[src/rtl/sdram_useq_pkg.sv]
package sdram_useq_pkg;

    localparam int WORD_W = 14;
    localparam int ARG_W  = 7;

    typedef enum logic [1:0] {
        FL_NEXT = 2'b00,
        FL_JUMP = 2'b01,
        FL_LOOP = 2'b10,
        FL_END  = 2'b11
    } flow_e;

    typedef struct packed {
        logic             spare;
        logic [ARG_W-1:0] arg;
        flow_e            flow;
        logic [2:0]       rcw;   // RAS, CAS, WE, active-high
        logic             ap;    // ignored by the sequencer
    } uword_t;

    typedef struct packed {
        logic ras_n;
        logic cas_n;
        logic we_n;
    } pins_t;

    localparam pins_t PINS_NOP = '{ras_n: 1'b1, cas_n: 1'b1, we_n: 1'b1};

    function automatic pins_t to_pins(input logic [2:0] rcw);
        return pins_t'(~rcw);
    endfunction

endpackage

[src/rtl/sdram_useq_store.sv]
module sdram_useq_store
    import sdram_useq_pkg::*;
#(
    parameter int ADDR_W = 7
) (
    input  logic              clk,
    input  logic              wr_en,
    input  logic              wr_lock,
    input  logic [ADDR_W-1:0] wr_addr,
    input  uword_t            wr_data,
    input  logic [ADDR_W-1:0] rd_addr,
    output uword_t            rd_word
);
    localparam int DEPTH = 1 << ADDR_W;

    uword_t mem [DEPTH];

    always_ff @(posedge clk) begin
        if (wr_en && !wr_lock) begin
            mem[wr_addr] <= wr_data;
        end
    end

    assign rd_word = mem[rd_addr];

endmodule

[src/rtl/sdram_useq_ctrl.sv]
module sdram_useq_ctrl
    import sdram_useq_pkg::*;
#(
    parameter int ADDR_W = 7,
    parameter int CNT_W  = 8
) (
    input  logic              clk,
    input  logic              rst,
    input  logic              start_req,
    input  logic [ADDR_W-1:0] start_addr,
    input  logic [CNT_W-1:0]  start_loops,
    input  logic              xfer_busy,
    input  uword_t            word,
    output logic [ADDR_W-1:0] pc,
    output logic              running,
    output logic              waiting
);
    localparam logic [ADDR_W-1:0] PC_STEP  = 1;
    localparam logic [CNT_W-1:0]  CNT_STEP = 1;

    logic [CNT_W-1:0]  cnt;
    logic [ADDR_W-1:0] hold_addr;
    logic [CNT_W-1:0]  hold_loops;
    logic [ADDR_W-1:0] target;

    assign target = word.arg[ADDR_W-1:0];

    always_ff @(posedge clk) begin
        if (rst) begin
            running    <= 1'b0;
            waiting    <= 1'b0;
            pc         <= '0;
            cnt        <= '0;
            hold_addr  <= '0;
            hold_loops <= '0;
        end else if (running) begin
            unique case (word.flow)
                FL_NEXT: pc <= pc + PC_STEP;
                FL_JUMP: pc <= target;
                FL_LOOP: begin
                    if (cnt != '0) begin
                        cnt <= cnt - CNT_STEP;
                        pc  <= target;
                    end else begin
                        pc  <= pc + PC_STEP;
                    end
                end
                FL_END:  running <= 1'b0;
                default: running <= 1'b0;
            endcase
        end else if (waiting) begin
            if (!xfer_busy) begin
                waiting <= 1'b0;
                running <= 1'b1;
                pc      <= hold_addr;
                cnt     <= hold_loops;
            end
        end else if (start_req) begin
            if (xfer_busy) begin
                waiting    <= 1'b1;
                hold_addr  <= start_addr;
                hold_loops <= start_loops;
            end else begin
                running <= 1'b1;
                pc      <= start_addr;
                cnt     <= start_loops;
            end
        end
    end

    // sequential flow advances by one
    a_r5_next_step: assert property (@(posedge clk) disable iff (rst)
        (running && word.flow == FL_NEXT) |=> (running && pc == $past(pc) + PC_STEP));

    // jump lands on the argument
    a_r6_jump_target: assert property (@(posedge clk) disable iff (rst)
        (running && word.flow == FL_JUMP) |=> (pc == $past(target)));

    // taken loop decrements and branches
    a_r7_loop_taken: assert property (@(posedge clk) disable iff (rst)
        (running && word.flow == FL_LOOP && cnt != '0)
            |=> (cnt == $past(cnt) - CNT_STEP && pc == $past(target)));

    // exhausted loop falls through
    a_r7_loop_exit: assert property (@(posedge clk) disable iff (rst)
        (running && word.flow == FL_LOOP && cnt == '0) |=> (pc == $past(pc) + PC_STEP));

    // end word returns to idle
    a_r8_end_idle: assert property (@(posedge clk) disable iff (rst)
        (running && word.flow == FL_END) |=> (!running && !waiting));

    // held request does not run while a transfer is busy
    a_r9_wait_hold: assert property (@(posedge clk) disable iff (rst)
        (waiting && xfer_busy) |=> (waiting && !running));

    // held request starts once the transfer ends
    a_r9_wait_release: assert property (@(posedge clk) disable iff (rst)
        (waiting && !xfer_busy) |=> (running && !waiting));

    // never active and waiting at once
    a_r11_exclusive: assert property (@(posedge clk) disable iff (rst)
        $onehot0({running, waiting}));

endmodule

[src/rtl/sdram_useq_pins.sv]
module sdram_useq_pins
    import sdram_useq_pkg::*;
(
    input  logic       clk,
    input  logic       rst,
    input  logic       issue,
    input  logic [2:0] rcw,
    output pins_t      pins
);
    always_ff @(posedge clk) begin
        if (rst) begin
            pins <= PINS_NOP;
        end else if (issue) begin
            pins <= to_pins(rcw);
        end else begin
            pins <= PINS_NOP;
        end
    end

endmodule

[src/rtl/sdram_useq.sv]
module sdram_useq
    import sdram_useq_pkg::*;
#(
    parameter int ADDR_W = 7,
    parameter int CNT_W  = 8
) (
    input  logic              clk,
    input  logic              rst,
    input  logic              code_wr_en,
    input  logic [ADDR_W-1:0] code_wr_addr,
    input  logic [13:0]       code_wr_data,
    input  logic              start_req,
    input  logic [ADDR_W-1:0] start_addr,
    input  logic [CNT_W-1:0]  start_loops,
    input  logic              xfer_busy,
    output logic              ras_n,
    output logic              cas_n,
    output logic              we_n,
    output logic              auto_pre,
    output logic              seq_active,
    output logic              seq_wait
);
    logic [ADDR_W-1:0] pc;
    logic              running;
    logic              waiting;
    uword_t            cur_word;
    pins_t             pins;

    sdram_useq_store #(.ADDR_W(ADDR_W)) store_i (
        .clk     (clk),
        .wr_en   (code_wr_en),
        .wr_lock (running),
        .wr_addr (code_wr_addr),
        .wr_data (uword_t'(code_wr_data)),
        .rd_addr (pc),
        .rd_word (cur_word)
    );

    sdram_useq_ctrl #(.ADDR_W(ADDR_W), .CNT_W(CNT_W)) ctrl_i (
        .clk         (clk),
        .rst         (rst),
        .start_req   (start_req),
        .start_addr  (start_addr),
        .start_loops (start_loops),
        .xfer_busy   (xfer_busy),
        .word        (cur_word),
        .pc          (pc),
        .running     (running),
        .waiting     (waiting)
    );

    sdram_useq_pins pins_i (
        .clk   (clk),
        .rst   (rst),
        .issue (running),
        .rcw   (cur_word.rcw),
        .pins  (pins)
    );

    assign ras_n      = pins.ras_n;
    assign cas_n      = pins.cas_n;
    assign we_n       = pins.we_n;
    assign auto_pre   = 1'b0;
    assign seq_active = running;
    assign seq_wait   = waiting;

    // idle cycle leaves NOP on the pins
    a_r4_idle_nop: assert property (@(posedge clk) disable iff (rst)
        !running |=> ({ras_n, cas_n, we_n} == 3'b111));

    // executed word reaches the pins inverted, one cycle later
    a_r2_cmd_issue: assert property (@(posedge clk) disable iff (rst)
        running |=> ({ras_n, cas_n, we_n} == ~$past(cur_word.rcw)));

endmodule

[config.mk]
export PLATFORM = sky130hd
export DESIGN_NAME = sdram_useq
export DESIGN_NICKNAME = d
export VERILOG_FILES = /design/src/rtl/sdram_useq_pkg.sv /design/src/rtl/sdram_useq_store.sv /design/src/rtl/sdram_useq_ctrl.sv /design/src/rtl/sdram_useq_pins.sv /design/src/rtl/sdram_useq.sv
export SDC_FILE = /design/constraint.sdc
export NUM_CORES = 1
export LEC_CHECK = 0
export BUFFER_PORTS_ARGS = -buffer_cell sky130_fd_sc_hd__buf_2
export CAP_MARGIN = 5
export CORE_ASPECT_RATIO = 2
export CORE_MARGIN = 3
export CORE_UTILIZATION = 55
export CTS_CLUSTER_DIAMETER = 120
export DETAILED_ROUTE_END_ITERATION = 6
export PLACE_DENSITY = 0.73
export SLEW_MARGIN = 5
export SYNTH_ARGS = -nofsm -noshare
export SYNTH_HDL_FRONTEND = slang
export SYNTH_SLANG_ARGS = --single-unit
[constraint.sdc]
create_clock -name clk -period 3.5 [get_ports clk]
set_input_delay 0.175 -clock clk [delete_from_list [all_inputs] [get_ports clk]]
set_output_delay 0.175 -clock clk [all_outputs]
set_load 0.05 [all_outputs]
==> results by group, run 1 <==
Job
  • Maxcap violations: 0

Critical path
  • Critical Path Sink Type: register
  • FF-to-FF setup slack: -0.45 ns
  • Required time of the critical path: 4.15 ns
  • Reg2Reg Depth: 14
  • Critical path class: register to register
  • Crit-path max FO: 6
  • WP data arrival: 4.60 ns
  • Startpoint Class: register

Synthesis
  • Cells after synthesis: 2854
  • Top cell type's share of synthesized area: 0.7492
  • Largest cells by area after synthesis: edfxtp_1, mux4_2, dfxtp_1, nor2_1, mux2i_1
  • Async S/R FF share, synth: 0
  • Synth Warn #: 0
  • Mapped Avg Cell Area: 21.57 um2
  • Yosys top cell by area: edfxtp_1
  • Number of flops mapped to enable cells by yosys: 1536
  • Post-Syn Nets: 2902
  • Post-Syn Area: 0.06157 mm2
  • Dominant synthesized flop cell: edfxtp_1
  • Synth Register Bits: 1578
  • Unique masters post-synth: 70
  • Seq/Total Area, Yosys: 0.7628

Layout
  • Fill cells: 7186
  • Seq. cell area: 0.04698 mm2
  • Final Util: 0.6329
  • Area grow syn2layout: 14.14%
  • Final net count: 3283
  • Most frequent cells in the layout: edfxtp_1, mux4_2, buf_4, nor2_1, clkbuf_16
  • Area of the multi-input gates: 0.01383 mm2
  • Most common cell after layout, fill and taps aside: edfxtp_1
  • Layout cells sized above 1: 0.3149

Die
  • IO Count: 47
  • Die H: 479.2 um
  • Row cnt: 173
  • Die area: 0.1162 mm2
  • Die width: 242.6 um
  • Initial core utilization: 0.5544
  • Core Area: 0.1110 mm2

Routing
  • Post-DRT Antenna Nets: 0
  • Via Count: 31646
  • First-pass DRT Iterations: 7
  • WL/cell: 34.66 um
  • DRC viols: 4
  • Initial DRC Count: 3794
  • Routed WL: 167300 um
  • Vias per inst: 6.555

Min path
  • Hold WC Path Type: primary input to register

Pwr
  • Total power: 48.60 mW
  • Leakage power total: 21.85 nW
  • Power Dens Cells: 691.6 mW/mm2
  • Worst vdd ir: 0.5173 mV

Timing
  • Fin crit share: 1.129
  • Hold_ws: 0.04110 ns
  • Final setup viols: 22
  • Final min period: 3.951 ns
  • Final slew viol count: 0
  • Setup TNS: -7.802 ns
  • Clock skew: 0.03675 ns
  • Achievable Freq: 253.1 MHz
  • Fin worst setup slack: -0.4513 ns
  • Worst rel slew slack: 0.1789
  • RSZ-0062 raised after global routing: yes
  • Final hold violations: 0
  • Slew @ Worst Pin: 1.232 ns

Placement
  • Post-Place Worst Slack: -0.5047 ns
  • DP HPWL: 111200 um
  • Port-buffer cells: 43
  • RePlAce Congestion: 0.9155

GRT
  • Number of global-route vias before repair: 32782
  • Total track usage: 0.2940
  • Initial antenna violation count: 8
  • Largest net degree at the start of global routing: 129
  • First-pass GRT wire length: 239600 um
  • Gr ovfl total: 0

Clocking
  • Cts bufs inserted: 131
  • Max H-tree Level: 4
  • Clk_lat worst skew: 0.76 ns
  • CTS sink count: 1578
  • Max Root-Sink Buffers: 3
  • TritonCTS clock tree: done
  • Root Buffer: clkbuf_16
  • Worst-path clk slew: 0.08 ns

Status
  • Status: finished with violations
  • Violated checks: design-rule violations, negative setup slack
==> registers in the layout, summed over array words and instances, names as in the netlist, named ones only <==
| signal | flops |
|---|---|
| pins_i.pins | 3 |
| ctrl_i.hold_addr | 7 |
| ctrl_i.hold_loops | 8 |
| store_i.mem | 1536 |
| ctrl_i.running | 1 |
| ctrl_i.cnt | 8 |
| ctrl_i.waiting | 1 |
| ctrl_i.pc | 7 |
==> stage by stage <==
stage               instances  area (um2)
CTS                      4816       70130
floorplan                2854       61630
detailed placement       4538       65230
finish                   4828       70270
global placement         4538       65230
global route             4822       70260
==> how the worst min path moves through the flow <==
| stage | end | slack (ns) | start | depth (start not counted) |
|---|---|---|---|---|
| floorplan | store_i.mem[0][10]$_DFFE_PP_ | 0.27 | code_wr_data[10] | 0 |
| global placement | ctrl_i.hold_loops[1]$_SDFFE_PP0P_ | 0.43 | start_loops[1] | 3 |
| detailed placement | ctrl_i.hold_loops[5]$_SDFFE_PP0P_ | 0.43 | start_loops[5] | 3 |
| CTS | store_i.mem[124][3]$_DFFE_PP_ | 0.02 | code_wr_data[3] | 1 |
| global route | store_i.mem[127][3]$_DFFE_PP_ | 0.05 | code_wr_data[3] | 1 |
| finish | store_i.mem[126][3]$_DFFE_PP_ | 0.04 | code_wr_data[3] | 1 |
==> critical path, cell delays in order, from the launching register on <==
cell and delay [ns]:
dfxtp_4 0.41, buf_12 0.16, buf_12 0.14, mux4_2 0.51, mux4_2 0.58, mux2_4 0.30, o22ai_2 0.16, a221o_1 0.17
ha_2 0.20, inv_2 0.04, a31oi_4 0.18, o211a_1 0.22, o311ai_1 0.10, o311a_1 0.37, a2111oi_2 0.30
==> timing repair <==
action,CTS,global route
hold buffers,21,0
endpoints found under the setup margin,25,25
gates cloned,5,0
pin swaps,14,14
buffers inserted,20,6
hold endpoints to repair,191,0
resized for setup,52,32
==> metal layers <==
| metal | wire length [um] | global-route usage | vias to the layer above |
|---|---|---|---|
| li1 | - | - | 12755 |
| met1 | 53390 | 0.3305 | 16649 |
| met2 | 87880 | 0.5112 | 1735 |
| met3 | 10920 | 0.04660 | 503 |
| met4 | 15110 | 0.2131 | 4 |
| met5 | 23 | 0 | - |
==> layout make-up <==
| cell class | instances | share of cell area |
|---|---|---|
| Sequential cell | 1578 | 0.6686 |
| Multi-Input combinational cell | 1110 | 0.1968 |
| Clock buffer | 165 | 0.05042 |
| Timing Repair Buffer | 402 | 0.04756 |
| Tap cell | 1487 | 0.02648 |
| Clock inverter | 67 | 0.009241 |
| Inverter | 12 | 0.0006410 |
| Antenna cell | 7 | 0.0002493 |
==> power breakdown <==
group,internal (mW),total [mW],switching (mW)
clock,8.02,14.6,6.54
sequential,20.8,21.1,0.257
combinational,5.89,12.9,7.05
==> cell usage after synthesis (4+ instances only) <==
master / number
a221oi_1: 18
edfxtp_1: 1536
mux2_2: 22
buf_2: 35
nand4_1: 8
mux4_1: 10
a22o_1: 12
and3_1: 4
mux2i_1: 40
o21ai_1: 4
a21oi_1: 52
clkbuf_1: 53
buf_6: 33
or2_2: 7
nor3_1: 15
inv_1: 10
nand3b_1: 9
a211oi_1: 11
buf_4: 16
nor4_1: 4
nor2b_1: 25
o31ai_1: 5
ha_1: 7
nand2_1: 73
nand2b_1: 14
o21ai_0: 24
nor2_1: 174
and2_1: 7
o22a_1: 7
or3_1: 7
nand3_1: 27
a311oi_1: 9
o22ai_1: 25
a22oi_1: 37
buf_1: 11
dfxtp_1: 42
mux4_2: 404
==> cells by family (layout without fill, tap and decap cells) <==
kind of cell,after synthesis,count (layout),share of synthesized area
simple gates,384,384,0.02868
other cells,1,8,0.00006091
compound gates,240,240,0.02723
fa+ha+maj,7,7,0.001423
mux,476,476,0.1626
xor+xnor,2,2,0.0002846
flops,1578,1578,0.7628
buf+inv,166,646,0.01689
Power figures use the tool's default switching activity.
==> run 2, diff against run 1 <==
CORE_MARGIN = not set   (was 3)
PLACE_DENSITY = 0.71   (was 0.73)
clock period = 4.1 ns   (was 3.5 ns; I/O delays follow)
==> run 2 against run 1 <==
Effect of this change: the flow now finishes without violations; non-clock buffer count decreased by 37; total power decreased by 16%; maximum frequency is 2.9% lower; die area is 2.5% lower; routed wire length rose by 2.5%; setup slack improved by 0.48 ns; sequential share of layout area grew 0.58 points; cell count shrank 0.64%; cell area down 0.86%; clock skew shrank 0.0042 ns; count of clock-buffer cells in the layout up 11.
==> results by group, run 2 (synthesis results as in run 1) <==
Status
  • Status: finished, final reports clean (was finished with violations)

Timing
  • Final slew viol count: 0 (unchanged)
  • Achievable Freq: 245.7 MHz (was 253.1 MHz)
  • Clock skew: 0.03258 ns (was 0.03675 ns)
  • Fin crit share: 0.9927 (was 1.129)
  • Final min period: 4.070 ns (was 3.951 ns)
  • RSZ-0062 raised after global routing: yes (unchanged)
  • Slew @ Worst Pin: 1.238 ns (was 1.232 ns)
  • Final hold violations: 0 (unchanged)
  • Final setup viols: 0 (was 22)
  • Worst rel slew slack: 0.1750 (was 0.1789)
  • Hold_ws: 0.05165 ns (was 0.04110 ns)

Die
  • Die width: 238.6 um (was 242.6 um)
  • Core Area: 0.1110 mm2 (unchanged)
  • Die H: 475.2 um (was 479.2 um)
  • Row cnt: 173 (unchanged)
  • IO Count: 47 (unchanged)
  • Initial core utilization: 0.5544 (unchanged)
  • Die area: 0.1134 mm2 (was 0.1162 mm2)

GRT
  • Number of global-route vias before repair: 32416 (was 32782)
  • Gr ovfl total: 0 (unchanged)
  • First-pass GRT wire length: 239600 um (about the same)
  • Total track usage: 0.3100 (was 0.2940)
  • Largest net degree at the start of global routing: 97 (was 129)
  • Initial antenna violation count: 10 (was 8)

Critical path
  • WP data arrival: 4.69 ns (was 4.60 ns)
  • Required time of the critical path: 4.72 ns (was 4.15 ns)
  • Critical path class: register to register (unchanged)
  • Startpoint Class: register (unchanged)
  • WP buf/inv: 7 (was 3)
  • Slowest CP cell: mux4_2 (unchanged)
  • Family with the most delay on the worst path: multiplexers (was compound AO/OA/AOI/OAI gates)
  • Crit-path max FO: 7 (was 6)
  • Critical path's largest stage delay: 0.52 ns (was 0.58 ns)
  • Critical path cell sequence: buf_12, buf_16, buf_12, mux4_2, mux4_2, mux2_4, o22ai_4, buf_6, a221o_2, inv_2, ha_4, inv_2, a31oi_4, o211ai_1, buf_4, nor2_4, a221oi_2, a311oi_1 (was buf_12, buf_12, mux4_2, mux4_2, mux2_4, o22ai_2, a221o_1, ha_2, inv_2, a31oi_4, o211a_1, o311ai_1, o311a_1, a2111oi_2)
  • Critical Path Sink Type: register (unchanged)

Layout
  • Layout cells sized above 1: 0.2992 (was 0.3149)
  • Most frequent cells in the layout: edfxtp_1, mux4_2, buf_4, nor2_1, clkbuf_16 (unchanged)
  • Max reg flops: 1536 (unchanged)
  • Biggest regs: store_i.mem x1536, ctrl_i.cnt x8, ctrl_i.hold_loops x8 (unchanged)
  • Most common cell after layout, fill and taps aside: edfxtp_1 (unchanged)
  • Top reg by flops: store_i.mem (unchanged)
  • Area grow syn2layout: 13.17% (was 14.14%)
  • Seq. cell area: 0.04698 mm2 (unchanged)
  • Fill cells: 7397 (was 7186)
  • Area of the multi-input gates: 0.01369 mm2 (was 0.01383 mm2)
  • Final net count: 3247 (was 3283)
  • Final Util: 0.6274 (was 0.6329)

Clocking
  • CTS sink count: 1578 (unchanged)
  • Cts bufs inserted: 132 (was 131)
  • Max Root-Sink Buffers: 3 (unchanged)
  • TritonCTS clock tree: done (unchanged)
  • Clk_lat worst skew: 0.78 ns (was 0.76 ns)
  • Max H-tree Level: 4 (unchanged)
  • Worst-path clk slew: 0.07 ns (was 0.08 ns)
  • Root Buffer: clkbuf_16 (unchanged)

Routing
  • Routed WL: 171500 um (was 167300 um)
  • Via Count: 31706 (was 31646)
  • First-pass DRT Iterations: 6 (was 7)
  • Post-DRT Antenna Nets: 0 (unchanged)
  • Vias per inst: 6.610 (was 6.555)
  • DRC viols: 0 (was 4)
  • Initial DRC Count: 3558 (was 3794)
  • WL/cell: 35.75 um (was 34.66 um)

Pwr
  • Power Dens Cells: 588.9 mW/mm2 (was 691.6 mW/mm2)
  • Worst vdd ir: 0.4456 mV (was 0.5173 mV)
  • Leakage power total: 21.54 nW (was 21.85 nW)

Placement
  • Port-buffer cells: 43 (unchanged)
  • DP HPWL: 113000 um (was 111200 um)
  • RePlAce Congestion: 0.9411 (was 0.9155)

Min path
  • Hold WC Path Type: primary input to register (unchanged)

Job
  • Maxcap violations: 0 (unchanged)
-- run 2: cell count changes in the layout (fill, tap and decap cells not counted), moves of 4 or more --
cell and change:
buf_12 -4, buf_4 -38, bufinv_16 -8, clkbuf_1 +11, o21ai_0 +4
-- run 2: cell type report --
class / instances / area share
diodes: 8 / 0.0002873
inverters: 12 / 0.0006465
well taps: 1487 / 0.02670
clock buffers: 176 / 0.05145
repair buffers: 365 / 0.04355
flip-flops and latches: 1578 / 0.6744
multi-input cells: 1110 / 0.1965
clock inverters: 61 / 0.006555
-- run 2: stage by stage --
stage	cell area [um2]	total power, mW	setup WS (ns)	instances	TNS [ns]
3_5_place_dp	65030	28.68	-0.4088	4517	-4.988
2_1_floorplan	61570	24.60	0.3207	2854	0
3_3_place_gp	65030	28.55	-0.3647	4517	-2.948
4_1_cts	69500	40.87	0.001325	4784	0
6_report	69670	41.03	0.02978	4797	0
5_1_grt	69650	42.02	-0.03890	4790	-0.1233
-- run 2: report_power, final --
group,switching [mW],internal [mW]
clock network,5.66,6.39
logic,6.16,4.81
registers,0.208,17.8
total,12.0,29.0
-- run 2: timing repair --
item	in CTS	in global routing
endpoints found under the setup margin	22	19
setup buffers	6	4
cloned	2	0
hold buffers	22	0
pin swaps	9	13
hold endpoints to repair	83	0
gates resized for setup	27	29
-- run 2: per-layer routing --
metal  track usage  vias up  share of wire
li1              -    12665              -
met1        0.3446    16822           0.32
met2        0.5319     1726           0.52
met3       0.05558      489          0.071
met4        0.2324        4          0.088
met5             0        -        0.00013
-- run 2: path summary, 6_finish.rpt --
path                                                        start                                 to  slack (ns)  cells past startpoint
worst max register to register                           register                           register        0.03                     18
worst min-delay path                              code_wr_data[7]       store_i.mem[92][7]$_DFFE_PP_        0.05                      1
worst max-delay path                                     register                           register        0.03                     18
worst min register to register  ctrl_i.hold_loops[3]$_SDFFE_PP0P_  ctrl_i.hold_loops[3]$_SDFFE_PP0P_        0.46                      2
